`src/rtl/cregs_pkg.sv`:
```
package cregs_pkg;

    typedef logic [31:0] word_t;

    typedef enum logic [1:0] {
        BK_NONE   = 2'd0,
        BK_SHARED = 2'd1,
        BK_THREAD = 2'd2,
        BK_VPE    = 2'd3
    } bank_kind_e;

    typedef struct packed {
        bank_kind_e  kind;
        logic [2:0]  idx;
        word_t       mask;
    } slot_t;

    // storage counts per bank kind
    localparam int NSH = 7;
    localparam int NPT = 4;
    localparam int NPV = 2;

    // shared storage indices
    localparam logic [2:0] SH_INDEX  = 3'd0;
    localparam logic [2:0] SH_RAND   = 3'd1;
    localparam logic [2:0] SH_MPCONF = 3'd2;
    localparam logic [2:0] SH_CAUSE  = 3'd3;
    localparam logic [2:0] SH_IDENT  = 3'd4;
    localparam logic [2:0] SH_CFG0   = 3'd5;
    localparam logic [2:0] SH_CFG1   = 3'd6;

    // per-thread storage indices
    localparam logic [2:0] PT_PSTAT = 3'd0;
    localparam logic [2:0] PT_TSTAT = 3'd1;
    localparam logic [2:0] PT_BIND  = 3'd2;
    localparam logic [2:0] PT_HALT  = 3'd3;

    // per-VPE storage indices
    localparam logic [2:0] PV_CONF = 3'd0;
    localparam logic [2:0] PV_BASE = 3'd1;

    // slot addresses: register number * 8 + select
    localparam logic [7:0] F_INDEX  = 8'd0;
    localparam logic [7:0] F_MPCONF = 8'd2;
    localparam logic [7:0] F_RAND   = 8'd8;
    localparam logic [7:0] F_VCONF  = 8'd10;
    localparam logic [7:0] F_TSTAT  = 8'd17;
    localparam logic [7:0] F_BIND   = 8'd18;
    localparam logic [7:0] F_HALT   = 8'd20;
    localparam logic [7:0] F_PSTAT  = 8'd96;
    localparam logic [7:0] F_CAUSE  = 8'd104;
    localparam logic [7:0] F_IDENT  = 8'd120;
    localparam logic [7:0] F_VBASE  = 8'd121;
    localparam logic [7:0] F_CFG0   = 8'd128;
    localparam logic [7:0] F_CFG1   = 8'd129;

    // write masks
    localparam word_t M_INDEX = 32'h7FFF_FFFF;
    localparam word_t M_VCONF = 32'h0000_00FD;
    localparam word_t M_TSTAT = 32'h0001_80FF;
    localparam word_t M_HALT  = 32'h0000_0001;
    localparam word_t M_PSTAT = 32'hFF78_FF17;
    localparam word_t M_CAUSE = 32'h08C0_0300;
    localparam word_t M_VBASE = 32'h3FFF_F000;
    localparam word_t M_CFG0  = 32'h7FFF_0007;
    localparam word_t M_NONE  = 32'h0000_0000;

    // field positions
    localparam int TSTAT_ACT   = 15;
    localparam int TSTAT_ALLOC = 16;
    localparam int HALT_BIT    = 0;
    localparam int BIND_TC_LSB = 21;
    localparam int PSTAT_ERR   = 2;
    localparam int PSTAT_BOOT  = 22;
    localparam int MP_TCA      = 15;
    localparam int MP_NVPE_LSB = 8;
    localparam int VCONF_MVP   = 1;

endpackage

```
`src/rtl/cregs_decode.sv`:
```
module cregs_decode
    import cregs_pkg::*;
#(
    parameter word_t BIND_MASK = 32'h0000_0001
) (
    input  logic [4:0] num,
    input  logic [2:0] sel,
    output slot_t      slot
);
    logic [7:0] flat;
    assign flat = {num, sel};

    always_comb begin
        slot = '{kind: BK_NONE, idx: 3'd0, mask: M_NONE};
        case (flat)
            F_INDEX:  slot = '{kind: BK_SHARED, idx: SH_INDEX,  mask: M_INDEX};
            F_MPCONF: slot = '{kind: BK_SHARED, idx: SH_MPCONF, mask: M_NONE};
            F_RAND:   slot = '{kind: BK_SHARED, idx: SH_RAND,   mask: M_NONE};
            F_CAUSE:  slot = '{kind: BK_SHARED, idx: SH_CAUSE,  mask: M_CAUSE};
            F_IDENT:  slot = '{kind: BK_SHARED, idx: SH_IDENT,  mask: M_NONE};
            F_CFG0:   slot = '{kind: BK_SHARED, idx: SH_CFG0,   mask: M_CFG0};
            F_CFG1:   slot = '{kind: BK_SHARED, idx: SH_CFG1,   mask: M_NONE};
            F_PSTAT:  slot = '{kind: BK_THREAD, idx: PT_PSTAT,  mask: M_PSTAT};
            F_TSTAT:  slot = '{kind: BK_THREAD, idx: PT_TSTAT,  mask: M_TSTAT};
            F_BIND:   slot = '{kind: BK_THREAD, idx: PT_BIND,   mask: BIND_MASK};
            F_HALT:   slot = '{kind: BK_THREAD, idx: PT_HALT,   mask: M_HALT};
            F_VCONF:  slot = '{kind: BK_VPE,    idx: PV_CONF,   mask: M_VCONF};
            F_VBASE:  slot = '{kind: BK_VPE,    idx: PV_BASE,   mask: M_VBASE};
            default:  ;
        endcase
    end
endmodule

```
`src/rtl/cregs_bank_sel.sv`:
```
module cregs_bank_sel #(
    parameter int NTHR = 4,
    parameter int NVPE = 2,
    parameter int TW   = 2,
    parameter int VW   = 1
) (
    input  logic [TW-1:0]            tid,
    input  logic [NTHR-1:0][VW-1:0]  bind_vpe,
    output logic [TW-1:0]            thr_idx,
    output logic [VW-1:0]            vpe_idx
);
    // out-of-range thread ids fall back to bank 0
    assign thr_idx = (32'(tid) < NTHR) ? tid : '0;

    generate
        if (NVPE > 1) begin : g_multi_vpe
            assign vpe_idx = bind_vpe[thr_idx];
        end else begin : g_single_vpe
            logic unused_bind;
            assign unused_bind = ^bind_vpe;
            assign vpe_idx     = '0;
        end
    endgenerate
endmodule

```
`src/rtl/cregs_run_eval.sv`:
```
module cregs_run_eval #(
    parameter int NTHR = 4
) (
    input  logic [NTHR-1:0] active,
    input  logic [NTHR-1:0] halted,
    output logic [NTHR-1:0] run
);
    generate
        for (genvar t = 0; t < NTHR; t++) begin : g_thr
            assign run[t] = active[t] & ~halted[t];
        end
    endgenerate
endmodule

```
`src/rtl/cregs_file.sv`:
```
module cregs_file
    import cregs_pkg::*;
#(
    parameter int          NTHR      = 4,
    parameter int          NVPE      = 2,
    parameter logic [31:0] ID_WORD   = 32'h00A5_1234,
    parameter logic [31:0] CFG0_INIT = 32'h0000_0483,
    parameter logic [31:0] CFG1_INIT = 32'h1E19_0C8A,
    parameter logic [9:0]  CPU_NUM   = 10'd3,
    localparam int         TW        = (NTHR > 1) ? $clog2(NTHR) : 1,
    localparam int         VW        = (NVPE > 1) ? $clog2(NVPE) : 1
) (
    input  logic            clk,
    input  logic            rst_n,
    input  logic [TW-1:0]   acc_tid,
    input  logic [4:0]      acc_num,
    input  logic [2:0]      acc_sel,
    input  logic            wr_en,
    input  logic [31:0]     wdata,
    output logic [31:0]     rdata,
    output logic            reeval_pend,
    output logic [NTHR-1:0] run_en
);
    localparam word_t BIND_MASK = (NVPE > 1) ? word_t'((1 << $clog2(NVPE)) - 1) : '0;

    typedef struct packed {
        logic [NSH-1:0][31:0]            sh;
        logic [NTHR-1:0][NPT-1:0][31:0]  th;
        logic [NVPE-1:0][NPV-1:0][31:0]  vp;
        logic                            pend;
        logic [NTHR-1:0]                 run;
    } state_t;

    state_t st_q, st_d, nxt, rst_st;

    slot_t                 slot;
    logic [1:0]            slot_kind;
    logic [TW-1:0]         thr_idx;
    logic [VW-1:0]         vpe_idx;
    logic [NTHR-1:0][VW-1:0] bind_vpe;
    logic [NTHR-1:0]       act_v, halt_v, run_next;
    word_t                 cur, merged;
    logic                  wr_hit;

    cregs_decode #(.BIND_MASK(BIND_MASK)) u_dec (
        .num  (acc_num),
        .sel  (acc_sel),
        .slot (slot)
    );

    assign slot_kind = slot.kind;

    generate
        for (genvar t = 0; t < NTHR; t++) begin : g_bind
            assign bind_vpe[t] = st_q.th[t][PT_BIND][VW-1:0];
            assign act_v[t]    = nxt.th[t][PT_TSTAT][TSTAT_ACT];
            assign halt_v[t]   = nxt.th[t][PT_HALT][HALT_BIT];
        end
    endgenerate

    cregs_bank_sel #(.NTHR(NTHR), .NVPE(NVPE), .TW(TW), .VW(VW)) u_bsel (
        .tid      (acc_tid),
        .bind_vpe (bind_vpe),
        .thr_idx  (thr_idx),
        .vpe_idx  (vpe_idx)
    );

    cregs_run_eval #(.NTHR(NTHR)) u_eval (
        .active (act_v),
        .halted (halt_v),
        .run    (run_next)
    );

    // reset image
    always_comb begin
        rst_st = '0;
        rst_st.sh[SH_RAND]   = 32'd63;
        rst_st.sh[SH_MPCONF] = (32'd1 << MP_TCA)
                             | (32'(NVPE - 1) << MP_NVPE_LSB)
                             | 32'(NTHR - 1);
        rst_st.sh[SH_IDENT]  = ID_WORD;
        rst_st.sh[SH_CFG0]   = CFG0_INIT | 32'h8000_0000;
        rst_st.sh[SH_CFG1]   = CFG1_INIT;
        for (int t = 0; t < NTHR; t++) begin
            rst_st.th[t][PT_PSTAT] = (32'd1 << PSTAT_BOOT) | (32'd1 << PSTAT_ERR);
            rst_st.th[t][PT_TSTAT] = (t == 0) ? (32'd1 << TSTAT_ACT) : (32'd1 << TSTAT_ALLOC);
            rst_st.th[t][PT_BIND]  = 32'(t) << BIND_TC_LSB;
            rst_st.th[t][PT_HALT]  = '0;
        end
        for (int v = 0; v < NVPE; v++) begin
            rst_st.vp[v][PV_CONF] = 32'd1 << VCONF_MVP;
            rst_st.vp[v][PV_BASE] = 32'h8000_0000 | {22'd0, CPU_NUM + 10'(v)};
        end
        rst_st.run[0] = 1'b1;
    end

    // read selection
    always_comb begin
        case (slot.kind)
            BK_SHARED: cur = st_q.sh[slot.idx];
            BK_THREAD: cur = st_q.th[thr_idx][slot.idx[1:0]];
            BK_VPE:    cur = st_q.vp[vpe_idx][slot.idx[0]];
            default:   cur = '0;
        endcase
    end

    assign rdata  = cur;
    assign wr_hit = wr_en && (slot.kind != BK_NONE);
    assign merged = (wdata & slot.mask) | (cur & ~slot.mask);

    // register contents after this cycle's write, plus the flag
    always_comb begin
        nxt = st_q;
        if (wr_hit) begin
            case (slot.kind)
                BK_SHARED: nxt.sh[slot.idx]                = merged;
                BK_THREAD: nxt.th[thr_idx][slot.idx[1:0]]  = merged;
                BK_VPE:    nxt.vp[vpe_idx][slot.idx[0]]    = merged;
                default:   ;
            endcase
        end
        nxt.pend = wr_hit & ~st_q.pend;
    end

    // run state follows only at the end of an armed cycle
    always_comb begin
        st_d     = nxt;
        st_d.run = st_q.pend ? run_next : st_q.run;
    end

    always_ff @(posedge clk or negedge rst_n) begin
        if (!rst_n) st_q <= rst_st;
        else        st_q <= st_d;
    end

    assign reeval_pend = st_q.pend;
    assign run_en      = st_q.run;

endmodule

```
`config.mk`:
```
export PLATFORM = sky130hd
export DESIGN_NAME = cregs_file
export DESIGN_NICKNAME = d
export VERILOG_FILES = /design/src/rtl/cregs_pkg.sv /design/src/rtl/cregs_decode.sv /design/src/rtl/cregs_bank_sel.sv /design/src/rtl/cregs_run_eval.sv /design/src/rtl/cregs_file.sv
export SDC_FILE = /design/constraint.sdc
export NUM_CORES = 1
export LEC_CHECK = 0
export ABC_AREA = 1
export CELL_PAD_IN_SITES_DETAIL_PLACEMENT = 0
export CELL_PAD_IN_SITES_GLOBAL_PLACEMENT = 2
export CORE_ASPECT_RATIO = 0.5
export CORE_MARGIN = 2
export CORE_UTILIZATION = 41
export CTS_BUF_LIST = sky130_fd_sc_hd__clkbuf_8
export DETAILED_ROUTE_END_ITERATION = 10
export GPL_TIMING_DRIVEN = 0
export PLACE_DENSITY = 0.78
export RECOVER_POWER = 25
export SYNTH_ARGS = -nofsm -noshare
export SYNTH_HDL_FRONTEND = slang
export SYNTH_SLANG_ARGS = --single-unit
```
`constraint.sdc`:
```
create_clock -name clk -period 3.3 [get_ports clk]
set_clock_uncertainty 0.05 [all_clocks]
set_input_delay 0.825 -clock clk [delete_from_list [all_inputs] [get_ports clk]]
set_output_delay 0.825 -clock clk [all_outputs]
set_load 0.02 [all_outputs]
```
==> flow_metrics.env <==
export IMPL_status="finished with violations"
export IMPL_violations="capacitance limit, slew limit, setup timing"
export IMPL_clock_latency_ns=0.81
export IMPL_synthArstFlopShare_pct=100
export IMPL_numCtsBuffers=131
export IMPL_wl_per_cell_um=24.4
export IMPL_synth_area_leaders="dfrtp_1, nand2_1, clkbuf_1"
export IMPL_worstMarginPinSlew_ns=1.95
export IMPL_synth_edf_count=0
export IMPL_die_w_um=416
export IMPL_synth_top_flop_cell="dfrtp_1"
export IMPL_drt_first_iter_violations=2763
export IMPL_rows=75
export IMPL_vias=28200
export IMPL_avgSynthCellArea_um2=9.26
export IMPL_drv_slew=77
export IMPL_cts_tree="built"
export IMPL_coreArea_um2=84000
export IMPL_start_util_pct=41.5
export IMPL_root_buffer="clkbuf_8"
export IMPL_finalSetupViolCount=32
export IMPL_routed_via_density=5.27
export IMPL_power_uw=21200
export IMPL_io_pins=82
export IMPL_yosysMostFrequentCell="dfrtp_1"
export IMPL_critPathKind="in -> out"
export IMPL_ir_worst_vdd_v=0.000363
export IMPL_grt_pass1_vias=27200
export IMPL_syn_inst=3762
export IMPL_ff_latch_area_um2=21800
export IMPL_synth_top_area_share_pct=58.1
export IMPL_syn_nets=3807
export IMPL_period_share_pct=116
export IMPL_max_clock_path_buffers=3
export IMPL_gp_congestion=0.920
export IMPL_r2r_cells=17
export IMPL_grt_start_max_net_pins=122
export IMPL_yosys_area_top_type="dfrtp_1"
export IMPL_startpoint_type="primary input"
export IMPL_layout_drive_gt1_share_pct=24.1
export IMPL_min_period_ns=3.84
export IMPL_final_util_pct=53.2
export IMPL_rsz0062_at_grt="true"
export IMPL_max_slew_margin_rel_pct=-29.9
export IMPL_clk_pin_slew_ns=0.06
export IMPL_synthDistinctLibCells=34
export IMPL_ant_nets=0
export IMPL_die_h_um=210
export IMPL_die_area_um2=87400
export IMPL_grt_pass1_wl_um=188000
export IMPL_io_buffers=81
export IMPL_multi_input_area_um2=11600
export IMPL_syn_area_um2=34800
export IMPL_total_leakage_power_uw=0.0219
export IMPL_worst_slack_ns=-0.544
export IMPL_seq_area_frac_synth_pct=62.6
export IMPL_max_freq_mhz=260
export IMPL_crit_required_ns=2.42
export IMPL_grt_usage_pct=30.1
export IMPL_ctsHtreeMaxLevel=4
export IMPL_critPathMaxFanout=8
export IMPL_drc_errors=0
export IMPL_hpwlAfterDp_um=89500
export IMPL_fillerInstances=7798
export IMPL_hold_class="in -> async"
export IMPL_ys_warn_count=0
export IMPL_area_delta_synth_final_pct=28.3
export IMPL_final_nets=4185
export IMPL_grt_ovfl_total=0
export IMPL_cts_sinks=869
export IMPL_dr_pass1_iters=6
export IMPL_hold_violations=0
export IMPL_wl_um=131000
export IMPL_ys_ff_latch=869
export IMPL_max_cap_violations=1
export IMPL_p_per_area_nw_per_um2=473
export IMPL_cp_end_kind="primary output"
export IMPL_ys_top_cells_by_count="dfrtp_1, nand2_1, clkbuf_1"
export IMPL_worstPathArrival_ns=2.97
export IMPL_antenna_found_initial=6
registers in the layout (all words and copies together) (netlist names):
register / cells
bind_vpe: 4
st_q: 860
run_en: 4
reeval_pend: 1
layout make-up:
cell class                 count  share of cell area, %
clock inverter                73                  0.795
buffer                       800                   9.40
clock buffer                 160                   4.93
multi-input combinational   2006                   26.0
timing repair buffer         248                   6.01
antenna                        5                 0.0280
inverter                      84                  0.890
tap                         1116                   3.12
sequential                   869                   48.8
placed cells by master (no fill, tap or decap), types with 60 or more instances in the layout:
cell type  Yosys  layout
nand2_1      804     730
buf_6          2      62
o21ai_1       42      80
dfrtp_1      809     809
dfstp_2       60      60
nor2_1       168     116
buf_4         14     140
o21ai_0      183      70
o22ai_1      263     261
clkbuf_8       0     179
inv_1         57     107
nand3_1      322     273
clkbuf_1     697     655
kinds of logic (layout without fill, tap and decap cells):
logic type / after synthesis / after routing / share of synthesized area, %
DFF: 869 / 869 / 62.6
AOI/OAI and AO/OA: 596 / 596 / 9.97
other: 0 / 5 / 0
and+or+nand+nor: 1410 / 1410 / 17.4
buffers and inverters: 887 / 1365 / 9.94
report_power, final:
part | leakage, µW | total [µW] | switching [µW] | internal (µW)
sequential | 0.0119 | 10700 | 24.4 | 10700
clock | 0.00151 | 8950 | 4480 | 4470
combinational | 0.00843 | 1490 | 986 | 505
total | 0.0219 | 21200 | 5490 | 15700
metal layers:
metal	GRT usage [%]	routed length, µm
met1	44.0	61500
met2	40.1	52200
met5	2.95	360
met3	12.5	14200
met4	8.68	2810
stage by stage:
step	instance area (µm²)	TNS, ns	instances	worst slack, ns	hold slack [ns]
floorplan	34800	0	3762	0.0213	0.372
global placement	37000	-	4959	-38.16	0.381
detailed placement	37200	-620.75	4966	-3.17	0.385
CTS	43400	-13.59	5313	-0.493	0.00729
global route	44700	-15.91	5359	-0.576	0.227
finish	44700	-14.20	5361	-0.544	0.178
worst max-delay path, stage by stage:
cell	delay, ns
buf_12	0.10
clkinv_8	0.06
nand2_4	0.08
nor2_4	0.05
nand2_4	0.11
nand3_4	0.10
nor2_4	0.26
buf_12	0.20
buf_8	0.14
buf_12	0.14
nand2_1	0.05
nand2_1	0.07
o21ai_2	0.06
o21ai_2	0.24
nand3_4	0.18
nand2_4	0.14
buf_6	0.12
worst paths after layout:
check                      slack [ns]                     from               endpoint
max                             -0.54               acc_sel[2]               rdata[5]
min                              0.18                    rst_n  st_q[774]$_DFFE_PN0P_
max reg2reg                      0.22  bind_vpe[0]$_DFFE_PN0P_  st_q[650]$_DFFE_PN0P_
min reg2reg                      0.39    st_q[603]$_DFFE_PN1P_  st_q[603]$_DFFE_PN1P_
max in group asynchronous        0.44                    rst_n  st_q[364]$_DFFE_PN0P_
min in group clk                 0.39    st_q[603]$_DFFE_PN1P_  st_q[603]$_DFFE_PN1P_
repair_timing:
action                     4_1_cts  5_1_grt
setup buffers                  104       41
hold buffers                     5        0
hold endpoints to repair        76        0
cloned                           5        5
setup endpoints to repair      389       46
resized for setup             1024      232
pin swaps                      130      127
(Power assumes the default switching activity.)
